### src/rtl/tiny8_pkg.sv
package tiny8_pkg;

    localparam int DW        = 8;
    localparam int AW        = 16;
    localparam int NREG      = 4;
    localparam int RIDX      = $clog2(NREG);
    localparam int NRD       = 3;

    typedef enum logic [3:0] {
        OP_LOAD, OP_STORE, OP_ADDI, OP_ADD, OP_NAND, OP_SHL, OP_NOT, OP_CLR,
        OP_JAL, OP_SKIPN, OP_SKIPZ, OP_NOP, OP_BRANCH
    } op_e;

    typedef struct packed {
        op_e              op;
        logic [RIDX-1:0]  ra;
        logic [RIDX-1:0]  rb;
        logic             base_hi;
        logic [2:0]       disp;
        logic [3:0]       imm;
        logic [3:0]       boff;
    } instr_t;

    typedef struct packed {
        logic z;
        logic n;
    } flags_t;

    typedef enum logic {S_FETCH, S_EXEC} phase_e;

    function automatic instr_t decode_byte(input logic [7:0] b);
        instr_t d;
        d.ra      = b[5:4];
        d.rb      = b[3:2];
        d.base_hi = b[3];
        d.disp    = b[2:0];
        d.imm     = b[3:0];
        d.boff    = b[5:2];
        unique case (b[7:6])
            2'b00: d.op = OP_LOAD;
            2'b01: d.op = OP_STORE;
            2'b10: d.op = OP_ADDI;
            default: begin
                unique case (b[1:0])
                    2'b00: d.op = OP_ADD;
                    2'b01: d.op = OP_NAND;
                    2'b11: d.op = OP_BRANCH;
                    default: begin
                        unique case (b[3:2])
                            2'b00: d.op = OP_SHL;
                            2'b01: d.op = OP_NOT;
                            2'b10: d.op = OP_CLR;
                            default: begin
                                unique case (b[5:4])
                                    2'b01:   d.op = OP_JAL;
                                    2'b10:   d.op = OP_SKIPN;
                                    2'b11:   d.op = OP_SKIPZ;
                                    default: d.op = OP_NOP;
                                endcase
                            end
                        endcase
                    end
                endcase
            end
        endcase
        return d;
    endfunction

    function automatic logic sets_flags(input op_e op);
        return (op == OP_ADDI) || (op == OP_ADD) || (op == OP_NAND) ||
               (op == OP_SHL)  || (op == OP_NOT) || (op == OP_CLR);
    endfunction

endpackage

### src/rtl/tiny8_decode.sv
module tiny8_decode
    import tiny8_pkg::*;
(
    input  logic [7:0] ibyte,
    output instr_t     dec
);
    always_comb dec = decode_byte(ibyte);
endmodule

### src/rtl/tiny8_alu.sv
module tiny8_alu
    import tiny8_pkg::*;
(
    input  op_e           op,
    input  logic [DW-1:0] a,
    input  logic [DW-1:0] b,
    input  logic [3:0]    imm,
    output logic [DW-1:0] y
);
    always_comb begin
        unique case (op)
            OP_ADDI: y = a + {{(DW-4){1'b0}}, imm};
            OP_ADD:  y = a + b;
            OP_NAND: y = ~(a & b);
            OP_SHL:  y = {a[DW-2:0], 1'b0};
            OP_NOT:  y = ~a;
            default: y = '0;
        endcase
    end
endmodule

### src/rtl/tiny8_regfile.sv
module tiny8_regfile
    import tiny8_pkg::*;
(
    input  logic                     clk,
    input  logic                     rst,
    input  logic                     we,
    input  logic [RIDX-1:0]          waddr,
    input  logic [DW-1:0]            wdata,
    input  logic [NRD-1:0][RIDX-1:0] raddr,
    output logic [NRD-1:0][DW-1:0]   rdata
);
    logic [DW-1:0] regs [NREG];

    always_ff @(posedge clk) begin
        if (rst) begin
            for (int i = 0; i < NREG; i++) regs[i] <= '0;
        end else if (we) begin
            regs[waddr] <= wdata;
        end
    end

    for (genvar p = 0; p < NRD; p++) begin : g_rd
        assign rdata[p] = regs[raddr[p]];
    end

    assert_rf_write_R7: assert property (@(posedge clk) disable iff (rst)
        we |=> regs[$past(waddr)] == $past(wdata));
endmodule

### src/rtl/tiny8_core.sv
module tiny8_core
    import tiny8_pkg::*;
#(
    parameter logic [15:0] RESET_PC  = 16'h8000,
    parameter logic [7:0]  DATA_PAGE = 8'hC0
) (
    input  logic          clk,
    input  logic          rst,
    output logic          imem_en,
    output logic [15:0]   imem_addr,
    input  logic [7:0]    imem_data,
    output logic [15:0]   dmem_addr,
    output logic [7:0]    dmem_wdata,
    input  logic [7:0]    dmem_rdata,
    output logic          dmem_we,
    output logic          dmem_re,
    output logic [7:0]    led
);
    localparam logic [AW-1:0] LED_ADDR = {DATA_PAGE, 8'h00};

    phase_e                    phase;
    logic [AW-1:0]             pc, pc_next;
    flags_t                    flags;
    instr_t                    dec;
    logic [DW-1:0]             alu_y;
    logic [NRD-1:0][RIDX-1:0]  raddr;
    logic [NRD-1:0][DW-1:0]    rdata;
    logic                      rf_we;
    logic [RIDX-1:0]           rf_waddr;
    logic [DW-1:0]             rf_wdata;
    logic                      exec, is_led, skip_hit;
    logic [DW-1:0]             ea_low;

    tiny8_decode u_dec (.ibyte(imem_data), .dec(dec));

    assign raddr[0] = dec.ra;
    assign raddr[1] = (dec.op == OP_JAL) ? RIDX'(0) : dec.rb;
    assign raddr[2] = {1'b1, dec.base_hi};

    tiny8_regfile u_rf (
        .clk(clk), .rst(rst), .we(rf_we), .waddr(rf_waddr), .wdata(rf_wdata),
        .raddr(raddr), .rdata(rdata)
    );

    tiny8_alu u_alu (.op(dec.op), .a(rdata[0]), .b(rdata[1]), .imm(dec.imm), .y(alu_y));

    assign exec       = (phase == S_EXEC);
    assign ea_low     = rdata[2] + {{(DW-3){1'b0}}, dec.disp};
    assign dmem_addr  = {DATA_PAGE, ea_low};
    assign dmem_wdata = rdata[0];
    assign is_led     = (dmem_addr == LED_ADDR);
    assign dmem_re    = exec && (dec.op == OP_LOAD);
    assign dmem_we    = exec && (dec.op == OP_STORE) && !is_led;
    assign imem_en    = (phase == S_FETCH);
    assign imem_addr  = pc;
    assign skip_hit   = ((dec.op == OP_SKIPN) && flags.n) || ((dec.op == OP_SKIPZ) && flags.z);

    always_comb begin
        rf_we    = 1'b0;
        rf_waddr = dec.ra;
        rf_wdata = alu_y;
        if (exec) begin
            if (dec.op == OP_LOAD) begin
                rf_we    = 1'b1;
                rf_wdata = dmem_rdata;
            end else if (sets_flags(dec.op)) begin
                rf_we    = 1'b1;
            end else if (dec.op == OP_JAL) begin
                rf_we    = 1'b1;
                rf_waddr = '0;
                rf_wdata = pc[7:0] + 8'd1;
            end
        end
    end

    always_comb begin
        unique case (dec.op)
            OP_JAL:    pc_next = {pc[AW-1:8], rdata[1]};
            OP_BRANCH: pc_next = pc + {{(AW-4){dec.boff[3]}}, dec.boff};
            default:   pc_next = pc + (skip_hit ? 16'd2 : 16'd1);
        endcase
    end

    always_ff @(posedge clk) begin
        if (rst) begin
            phase <= S_FETCH;
            pc    <= RESET_PC;
            flags <= '0;
            led   <= '0;
        end else if (phase == S_FETCH) begin
            phase <= S_EXEC;
        end else begin
            phase <= S_FETCH;
            pc    <= pc_next;
            if (sets_flags(dec.op)) flags <= '{z: (alu_y == '0), n: alu_y[DW-1]};
            if ((dec.op == OP_STORE) && is_led) led <= rdata[0];
        end
    end

    assert_reset_pc_R1: assert property (@(posedge clk) disable iff (rst)
        $past(rst) |-> (imem_addr == RESET_PC) && imem_en && (led == '0));
    assert_fetch_exec_R2: assert property (@(posedge clk) disable iff (rst)
        imem_en |=> !imem_en);
    assert_strobe_excl_R4: assert property (@(posedge clk) disable iff (rst)
        !(dmem_we && dmem_re));
    assert_led_store_R5: assert property (@(posedge clk) disable iff (rst)
        (exec && dec.op == OP_STORE && !dmem_we) |=> led == $past(dmem_wdata));
    assert_flags_hold_R9: assert property (@(posedge clk) disable iff (rst)
        (exec && !sets_flags(dec.op)) |=> $stable(flags));
    assert_halt_R12: assert property (@(posedge clk) disable iff (rst)
        (exec && dec.op == OP_BRANCH && dec.boff == 4'd0) |=> $stable(imem_addr));
    assert_step_R13: assert property (@(posedge clk) disable iff (rst)
        (exec && (dec.op == OP_ADD || dec.op == OP_LOAD || dec.op == OP_STORE)) |=>
        imem_addr == $past(imem_addr) + 16'd1);
endmodule

### config.mk
export PLATFORM = sky130hd
export DESIGN_NAME = tiny8_core
export DESIGN_NICKNAME = d
export VERILOG_FILES = /design/src/rtl/tiny8_pkg.sv /design/src/rtl/tiny8_decode.sv /design/src/rtl/tiny8_alu.sv /design/src/rtl/tiny8_regfile.sv /design/src/rtl/tiny8_core.sv
export SDC_FILE = /design/constraint.sdc
export NUM_CORES = 1
export LEC_CHECK = 0
export ABC_AREA = 1
export BUFFER_PORTS_ARGS = -buffer_cell sky130_fd_sc_hd__buf_2
export CELL_PAD_IN_SITES_DETAIL_PLACEMENT = 0
export CELL_PAD_IN_SITES_GLOBAL_PLACEMENT = 2
export CORE_MARGIN = 3
export CORE_UTILIZATION = 30
export DETAILED_ROUTE_END_ITERATION = 7
export GPL_TIMING_DRIVEN = 0
export HOLD_SLACK_MARGIN = 0.06
export PLACE_DENSITY = 0.86
export SYNTH_ARGS = -nofsm -noshare
export SYNTH_HDL_FRONTEND = slang
export SYNTH_SLANG_ARGS = --single-unit
### constraint.sdc
create_clock -name clk -period 4.65 [get_ports clk]
set_clock_uncertainty 0.1 [all_clocks]
set_input_delay 0.6975 -clock clk [delete_from_list [all_inputs] [get_ports clk]]
set_output_delay 0.6975 -clock clk [all_outputs]
set_load 0.01 [all_outputs]
# Word-level counts from Yosys, hierarchy flattened
# Memory sizes are Yosys's and may differ from the RTL's.
# Cells that the tools add are included.
# word_totals
regBits,27
ram_bits,32
n_memories,1
# memory_table
name,depth,width,read_ports,rd_ports_with_merged_regs,wr,line_no,source
u_rf.regs,4,8,3,0,4,tiny8_regfile.sv:12,logic [DW-1:0] regs [NREG];
# classes
add_sub_neg,6
eq_ne,20
n_mux,29
bitwise_logic,5
n_reduce_logical,23
# op_table
operator,n
$mux 8,5
$pmux 8 s5,1
$pmux 4 s3,3
$pmux 16 s2,1
$add 16x16->16,1
$add 16x2->16,1
$eq 4x3->1 const B,4
$eq 4x4->1 const B,4
$logic_not 8->1,2
$not 8->8,2
$mux 2,7
$mux 1,11
$eq 2x2->1 const B,5
$add 8x1->8 const B,1
$add 8x3->8,1
$add 8x4->8,1
$add 8x8->8,1
$and 8x8->8,1
$eq 2x1->1 const B,4
$eq 4x2->1 const B,2
$reduce_or 8->1,1
$logic_and 1x1->1,6
$logic_not 2->1,3
$logic_or 1x1->1,6
6 further kinds,9

# Logic depth before layout (Yosys ltp)
# Gate-level depths: netlist of run 1.
# depth
ltp_word,19
depth_mapped,33
depth_no_buf,30

# Modules after synthesis
# From an unflattened synthesis of run 1, not the netlist that was laid out.
# hier_totals
hier_cells,964
area_unflattened_um2,6039.5
# by_module_without_submodules
mod,instances,cells_per_inst,area_per_inst_um2,seq_area_each_um2
tiny8_core,1,478,2881.5,540.5
tiny8_regfile,1,305,2152.1,960.9
tiny8_alu,1,135,711.9,0.0
tiny8_decode,1,46,294.0,0.0

# Least setup slack after synthesis of run 1
# Ideal clock, no wire load.
# synth_path
kind,input to register
start,input port imem_data[3]
end,"register pc[15], in the netlist imem_addr[15]"
setup_ps,124
t_arrival_ps,4458
slack_ps,-32
stages,24
n_path_buf,2
cell_sequence,buf_2 -> clkbuf_1 -> inv_1 -> ha_1 -> inv_1 -> nand2_1 -> nand3_1 -> nand2_1 -> nand2_1 -> nand2_1 -> nor3_1 -> inv_1 -> nor2_1 -> ha_1 -> a21oi_1 -> a21boi_0 -> o21ai_0 -> nand2_1 -> nand2_1 -> a21oi_1 -> nand3b_1 -> nand3_1 -> a21oi_1 -> o21ai_0
# synth_via
elab_chain_cells,10
word_cells_on_any_way,19
classes_between,add/sub: 2; eq/ne: 6; mux: 5; bitwise: 1; reduce/logical: 5
# synth_lines
item,line_no,source
start: declaration,tiny8_core.sv:11,"input logic [7:0] imem_data,"
$eq 2x2->1 (tied with other cells),tiny8_pkg.sv:49,unique case (b[3:2])
$pmux 4 s3,tiny8_pkg.sv:49,
$pmux 4 s3,tiny8_pkg.sv:44,unique case (b[1:0])
$pmux 4 s3,tiny8_pkg.sv:39,unique case (b[7:6])
$eq 4x4->1,tiny8_core.sv:56,assign skip_hit = ((dec.op == OP_SKIPN) && flags.n) || ((dec.op == OP_SKIPZ) && flags.z);
$logic_and 1x1->1,tiny8_core.sv:56,
$logic_or 1x1->1,tiny8_core.sv:56,
$mux 2,tiny8_core.sv:80,default: pc_next = pc + (skip_hit ? 16'd2 : 16'd1);
$add 16x2->16,tiny8_core.sv:80,
$pmux 16 s2,tiny8_core.sv:77,unique case (dec.op)
end signal: assignment,tiny8_core.sv:94,pc <= pc_next;
end: declaration,tiny8_core.sv:22,"logic [AW-1:0] pc, pc_next;"
# Parallel ways exist; a longest one is shown, timed or not.
# A chain may end at the register's enable or synchronous reset.

==> impl_metrics.env, run 1 <==
export IMPL_synth_edf_count=32
export IMPL_synth_top_cells_by_area="edfxtp_1 (19%), dfxtp_1 (11%), nand2_1 (10%)"
export IMPL_cts_root_buffer="clkbuf_16"
export IMPL_status="complete, no violations"
export IMPL_synth_seq_cells=59
export IMPL_drtPass1Iterations=4
export IMPL_fillerInstances=1710
export IMPL_grt_use_total_pct=18.4
export IMPL_worstHoldStart="led[6]$_SDFFE_PP0P_"
export IMPL_synthAdderAreaFrac_pct=9.26
export IMPL_drt_wl_total_um=16400
export IMPL_synth_simple_area_share_pct=28.1
export IMPL_cts_buffer_depth=2
export IMPL_die_w_um=135
export IMPL_fmax_mhz=224
export IMPL_drive_above_1_share_pct=18.8
export IMPL_max_cap_viol_count=0
export IMPL_synth_async_reset_ratio_pct=0
export IMPL_die_area_um2=18200
export IMPL_yosysMostFrequentCell="nand2_1"
export IMPL_setup_ws_ns=0.180
export IMPL_critPathLaunch="imem_data[3]"
export IMPL_synth_compound_area_share_pct=17.3
export IMPL_grt_overflow_total=0
export IMPL_rows=46
export IMPL_wl_per_cell_um=16.0
export IMPL_pin_count=69
export IMPL_synth_top_area_cell="edfxtp_1"
export IMPL_syn_area_per_cell_um2=6.95
export IMPL_synth_flop_cell="edfxtp_1"
export IMPL_core_um2=16100
export IMPL_htreeDepth=3
export IMPL_tritoncts="yes"
export IMPL_antenna_cells=0
export IMPL_dp_cells=996
export IMPL_vdd_drop_max_mv=0.173
export IMPL_finalSetupTns_ns=0
export IMPL_stdcell_count=1024
export IMPL_antenna_found_initial=0
export IMPL_start_kind="input pin"
export IMPL_p_per_area_nw_per_um2=272
export IMPL_crit_path_max_fanout=10
export IMPL_place_congestion=0.887
export IMPL_pre_cts_slack_ns=-1.19
export IMPL_grt_pass1_vias=4574
export IMPL_grt_max_degree=19
export IMPL_crit_path_end_kind="flop"
export IMPL_yosys_area_top_type_share_pct=19.3
export IMPL_synth_xor_area_share_pct=4.05
export IMPL_finalCritPeriodShare_pct=96.1
export IMPL_start_util_pct=31.0
export IMPL_reg2regPathDepth=15
export IMPL_netlist_area_um2=4970
export IMPL_clk_pin_slew_ns=0.05
export IMPL_final_nets=856
export IMPL_io_buffers=59
export IMPL_r2r_start="u_rf.regs[0][2]$_SDFFCE_PN0P_"
export IMPL_synth_top_family_by_area="simple AND/OR/NAND/NOR gates"
export IMPL_crit_type="input pin to flop"
export IMPL_worstPathArrival_ns=4.45
export IMPL_vias=4842
export IMPL_cts_inserted_buffers=9
export IMPL_synthMuxAreaShare_pct=0.201
export IMPL_cpPeakStageDelay_ns=0.30
export IMPL_hold_buffers=0
export IMPL_ant_nets=0
export IMPL_relSlewSlack_pct=22.9
export IMPL_holdPathStages=2
export IMPL_synth_distinct_cells=47
export IMPL_insertion_delay_ns=0.34
export IMPL_power_uw=1650
export IMPL_hold_class="flop to flop"
export IMPL_p_leak_uw=0.00283
export IMPL_slowest_stage="ha_1"
export IMPL_detail_route_iter0_violations=286
export IMPL_drc=0
export IMPL_cpMostUsedCell="nand2_1"
export IMPL_netlist_top_cells_count="nand2_1 (133), inv_1 (95), nor2_1 (89), a21oi_1 (63), nand3_1 (51)"
export IMPL_report_final_slew_viol_count=0
export IMPL_worst_pin_slew_ns=1.15
export IMPL_cp_required_ns=4.63
export IMPL_synthCells=715
export IMPL_viasPerCell=4.73
export IMPL_ys_seq_area_share_pct=30.2
export IMPL_ys_warn_count=0
export IMPL_cts_sinks=59
export IMPL_place_hpwl_um=13300
export IMPL_synthToLayoutAreaGrowth_pct=22.3
export IMPL_period_minus_slack_ns=4.47
export IMPL_finalHoldViolations=0
export IMPL_setup_viol=0
export IMPL_grt_pass1_wl_um=25700
export IMPL_die_y_um=135
-- final timing paths --
| check | endpoint | slack (ns) |
|---|---|---|
| setup / recovery | u_rf.regs[1][5]$_SDFFCE_PN0P_ | 0.18 |
| hold / removal | led[6]$_SDFFE_PP0P_ | 0.34 |
| setup reg to reg | u_rf.regs[1][5]$_SDFFCE_PN0P_ | 1.30 |
| hold reg to reg | led[6]$_SDFFE_PP0P_ | 0.34 |
-- cell usage in the layout (no fill, tap or decap), types with 13 or more instances in the layout --
cell type / count
buf_4: 25
dfxtp_1: 27
ha_1: 32
inv_1: 94
buf_2: 60
nor2_1: 87
nand3_1: 50
or2_2: 13
nand2_1: 127
edfxtp_1: 32
a21oi_1: 62
o21ai_0: 42
-- state kept, by name, indices dropped and copies added, names as in the netlist --
register / flops
flags: 2
led: 8
exec: 1
u_rf.regs: 32
imem_addr: 16
-- final cells by class --
| cell class | count | area [um^2] | share of cell area (%) |
|---|---|---|---|
| Tap cell | 216 | 270 | 4.44 |
| Inverter | 104 | 398 | 6.54 |
| Clock inverter | 5 | 53.8 | 0.885 |
| Buffer | 20 | 140 | 2.30 |
| Multi-Input combinational cell | 534 | 3030 | 49.8 |
| Timing Repair Buffer | 75 | 445 | 7.33 |
| Clock buffer | 11 | 243 | 3.99 |
| Sequential cell | 59 | 1500 | 24.7 |
-- stage by stage --
| step | hold slack, ns | cell area [um^2] | util, % |
|---|---|---|---|
| after CTS | 0.344 | 5900 | 36.7 |
| final | 0.341 | 6080 | 37.9 |
| after detailed placement | 0.336 | 5560 | 34.6 |
| after global routing | 0.356 | 6080 | 37.9 |
| after floorplan | 0.344 | 5000 | - |
| after global placement | 0.334 | 5560 | 34.6 |
-- critical path: cells and delay by family --
family                     cells  cell delay, ns
AOI/OAI and AO/OA              6            0.98
and+or+nand+nor               14            1.52
buffers and inverters          6            0.64
adders and majority gates      2            0.59
-- what timing repair did --
item / 4_1_cts / 5_1_grt
setup endpoints to repair: 40 / 29
hold endpoints to repair: 0 / 0
pin swaps: 2 / 7
buffers inserted: 2 / 14
gates resized for setup: 17 / 19
-- cell families (layout without fill, tap and decap cells) --
kind of cell	count (synthesis)	in the layout
compound gates	150	150
xor+xnor	23	23
fa+ha+maj	35	35
buf+inv	128	215
flops	59	59
mux	1	1
other cells	2	8
simple gates	317	317
-- layer usage --
metal | global-route usage (%) | share of wire (%) | up-vias | wire length, um
met5 | 0 | 0 | - | 0
met4 | 5.54 | 1.6 | 0 | 267
met3 | 3.61 | 5.2 | 18 | 856
met2 | 27.9 | 44 | 115 | 7220
met1 | 26.5 | 49 | 2178 | 8070
li1 | - | - | 2531 | -
-- power by group --
| group | internal, uW | total [uW] | switching [uW] | leakage (uW) |
|---|---|---|---|---|
| Combinational | 135 | 396 | 260 | 0.00214 |
| Sequential | 574 | 593 | 18.8 | 0.000552 |
| Clock | 426 | 664 | 238 | 0.000139 |
No activity file was read; power rests on OpenSTA's default activity.
==> run 2, diff against run 1 <==
CTS_BUF_LIST = sky130_fd_sc_hd__clkbuf_8   (was default)
==> impl_metrics.env, run 2 (synthesis results as in run 1) <==
export IMPL_crit_path_max_fanout=10
export IMPL_wl_per_cell_um=16.0
export IMPL_grt_use_total_pct=18.4
export IMPL_grt_overflow_total=0
export IMPL_clk_pin_slew_ns=0.07
export IMPL_rows=46
export IMPL_place_congestion=0.887
export IMPL_p_leak_uw=0.00278
export IMPL_start_kind="input pin"
export IMPL_ant_nets=0
export IMPL_worstPathArrival_ns=4.43
export IMPL_die_area_um2=18200
export IMPL_pre_cts_slack_ns=-1.19
export IMPL_pwr_share_comb_pct=27.0
export IMPL_critical_path_top_delay_family="simple AND/OR/NAND/NOR gates"
export IMPL_power_uw=1460
export IMPL_power_frac_clock_pct=32.4
export IMPL_pin_count=69
export IMPL_layout_commonest_cell="nand2_1"
export IMPL_drive_above_1_share_pct=18.4
export IMPL_cpMostUsedCell="nand2_1"
export IMPL_setup_ws_ns=0.227
export IMPL_grt_setup_unrepaired="no"
export IMPL_dp_cells=996
export IMPL_tritoncts="yes"
export IMPL_max_cap_viol_count=0
export IMPL_die_y_um=135
export IMPL_regMostFlops="u_rf.regs"
export IMPL_hold_class="flop to flop"
export IMPL_cts_buffer_depth=2
export IMPL_p_sw_share_pct=33.9
export IMPL_layout_common_cells="nand2_1 (129), inv_1 (95), nor2_1 (87)"
export IMPL_stdcell_count=1024
export IMPL_p_per_area_nw_per_um2=245
export IMPL_drt_wl_total_um=16400
export IMPL_period_minus_slack_ns=4.42
export IMPL_grt_pass1_vias=4561
export IMPL_antenna_found_initial=0
export IMPL_vdd_drop_max_mv=0.133
export IMPL_relSlewSlack_pct=21.9
export IMPL_cts_inserted_buffers=9
export IMPL_report_final_slew_viol_count=0
export IMPL_grt_pass1_wl_um=25600
export IMPL_vias=4873
export IMPL_slowest_stage="ha_1"
export IMPL_fmax_mhz=226
export IMPL_cp_required_ns=4.65
export IMPL_htreeDepth=3
export IMPL_hold_buffers=0
export IMPL_insertion_delay_ns=0.36
export IMPL_cts_root_buffer="clkbuf_8"
export IMPL_cpPeakStageDelay_ns=0.30
export IMPL_final_util_pct=37.1
export IMPL_antenna_cells=0
export IMPL_synthToLayoutAreaGrowth_pct=19.8
export IMPL_place_hpwl_um=13300
export IMPL_io_buffers=59
export IMPL_fillerInstances=1731
export IMPL_finalHoldViolations=0
export IMPL_largest_reg_flops=32
export IMPL_power_internal_uw=964
export IMPL_setup_viol=0
export IMPL_regArea_um2=1500
export IMPL_detail_route_iter0_violations=238
export IMPL_status="complete, no violations"
export IMPL_place_area_um2=5560
export IMPL_die_w_um=135
export IMPL_core_um2=16100
export IMPL_design_area_um2=5960
export IMPL_drtPass1Iterations=4
export IMPL_drc=0
export IMPL_multiInputGateArea_um2=3020
export IMPL_viasPerCell=4.76
export IMPL_grt_max_degree=19
export IMPL_switchingPower_uw=493
export IMPL_cts_sinks=59
export IMPL_crit_type="input pin to flop"
export IMPL_finalCritPeriodShare_pct=95.1
export IMPL_crit_buf_inv=7
export IMPL_start_util_pct=31.0
export IMPL_final_nets=856
export IMPL_pwr_share_seq_pct=40.6
export IMPL_crit_path_end_kind="flop"
export IMPL_worst_pin_slew_ns=1.16
==> run 2: cell types whose count changed in the layout (fill, tap and decap cells not counted), sizes merged <==
cell	delta
clkinv	+1
clkbuf	-1
==> run 2: final timing paths <==
kind / from / endpoint / slack [ns] / cells past startpoint
worst max register to register: u_rf.regs[2][1]$_SDFFCE_PN0P_ / led[5]$_SDFFE_PP0P_ / 1.34 / 14
worst min register to register: led[6]$_SDFFE_PP0P_ / led[6]$_SDFFE_PP0P_ / 0.34 / 2
worst max-delay path: imem_data[3] / u_rf.regs[3][5]$_DFFE_PP_ / 0.23 / 28
worst min-delay path: led[6]$_SDFFE_PP0P_ / led[6]$_SDFFE_PP0P_ / 0.34 / 2
==> run 2: repair_timing <==
| action | in CTS | in global routing |
|---|---|---|
| buffers inserted | 2 | 14 |
| gates resized for setup | 15 | 17 |
| setup endpoints to repair | 40 | 27 |
| pin swaps | 2 | 6 |
==> run 2: area by class of cell <==
type | instances | share of cell area [%]
flip-flops and latches | 59 | 25.2
clock inverters | 6 | 0.966
clock buffers | 10 | 2.31
repair buffers | 75 | 7.27
plain buffers | 20 | 2.35
inverters | 104 | 6.64
multi-input cells | 534 | 50.7
well taps | 216 | 4.54
==> run 2: metrics by stage <==
| stage | TNS [ns] | hold slack [ns] |
|---|---|---|
| 2_1_floorplan | 0 | 0.344 |
| 3_3_place_gp | -39.21 | 0.334 |
| 3_5_place_dp | -36.07 | 0.336 |
| 4_1_cts | 0 | 0.346 |
| 5_1_grt | 0 | 0.359 |
| 6_report | 0 | 0.343 |
==> run 2: metal layers <==
metal | up-vias | routed length (um) | track usage, %
li1 | 2528 | - | -
met1 | 2197 | 8050 | 26.4
met2 | 129 | 7200 | 27.8
met3 | 19 | 910 | 3.61
met4 | 0 | 243 | 5.71
met5 | - | 0 | 0
==> run 2: tightest hold or removal path, cell delays in order, from the launching register on <==
cell,delay (ns)
dfxtp_1,0.31
inv_1,0.05
a21oi_1,0.05
==> run 2: power by group through the flow <==
| stage | sequential [uW] | combinational (uW) | clock, uW |
|---|---|---|---|
| 3_3_place_gp | 603 | 375 | 0 |
| 5_1_grt | 594 | 437 | 512 |
| 4_1_cts | 592 | 378 | 488 |
| 6_report | 592 | 393 | 472 |
| 2_1_floorplan | 599 | 249 | 0 |
| 3_5_place_dp | 603 | 373 | 0 |
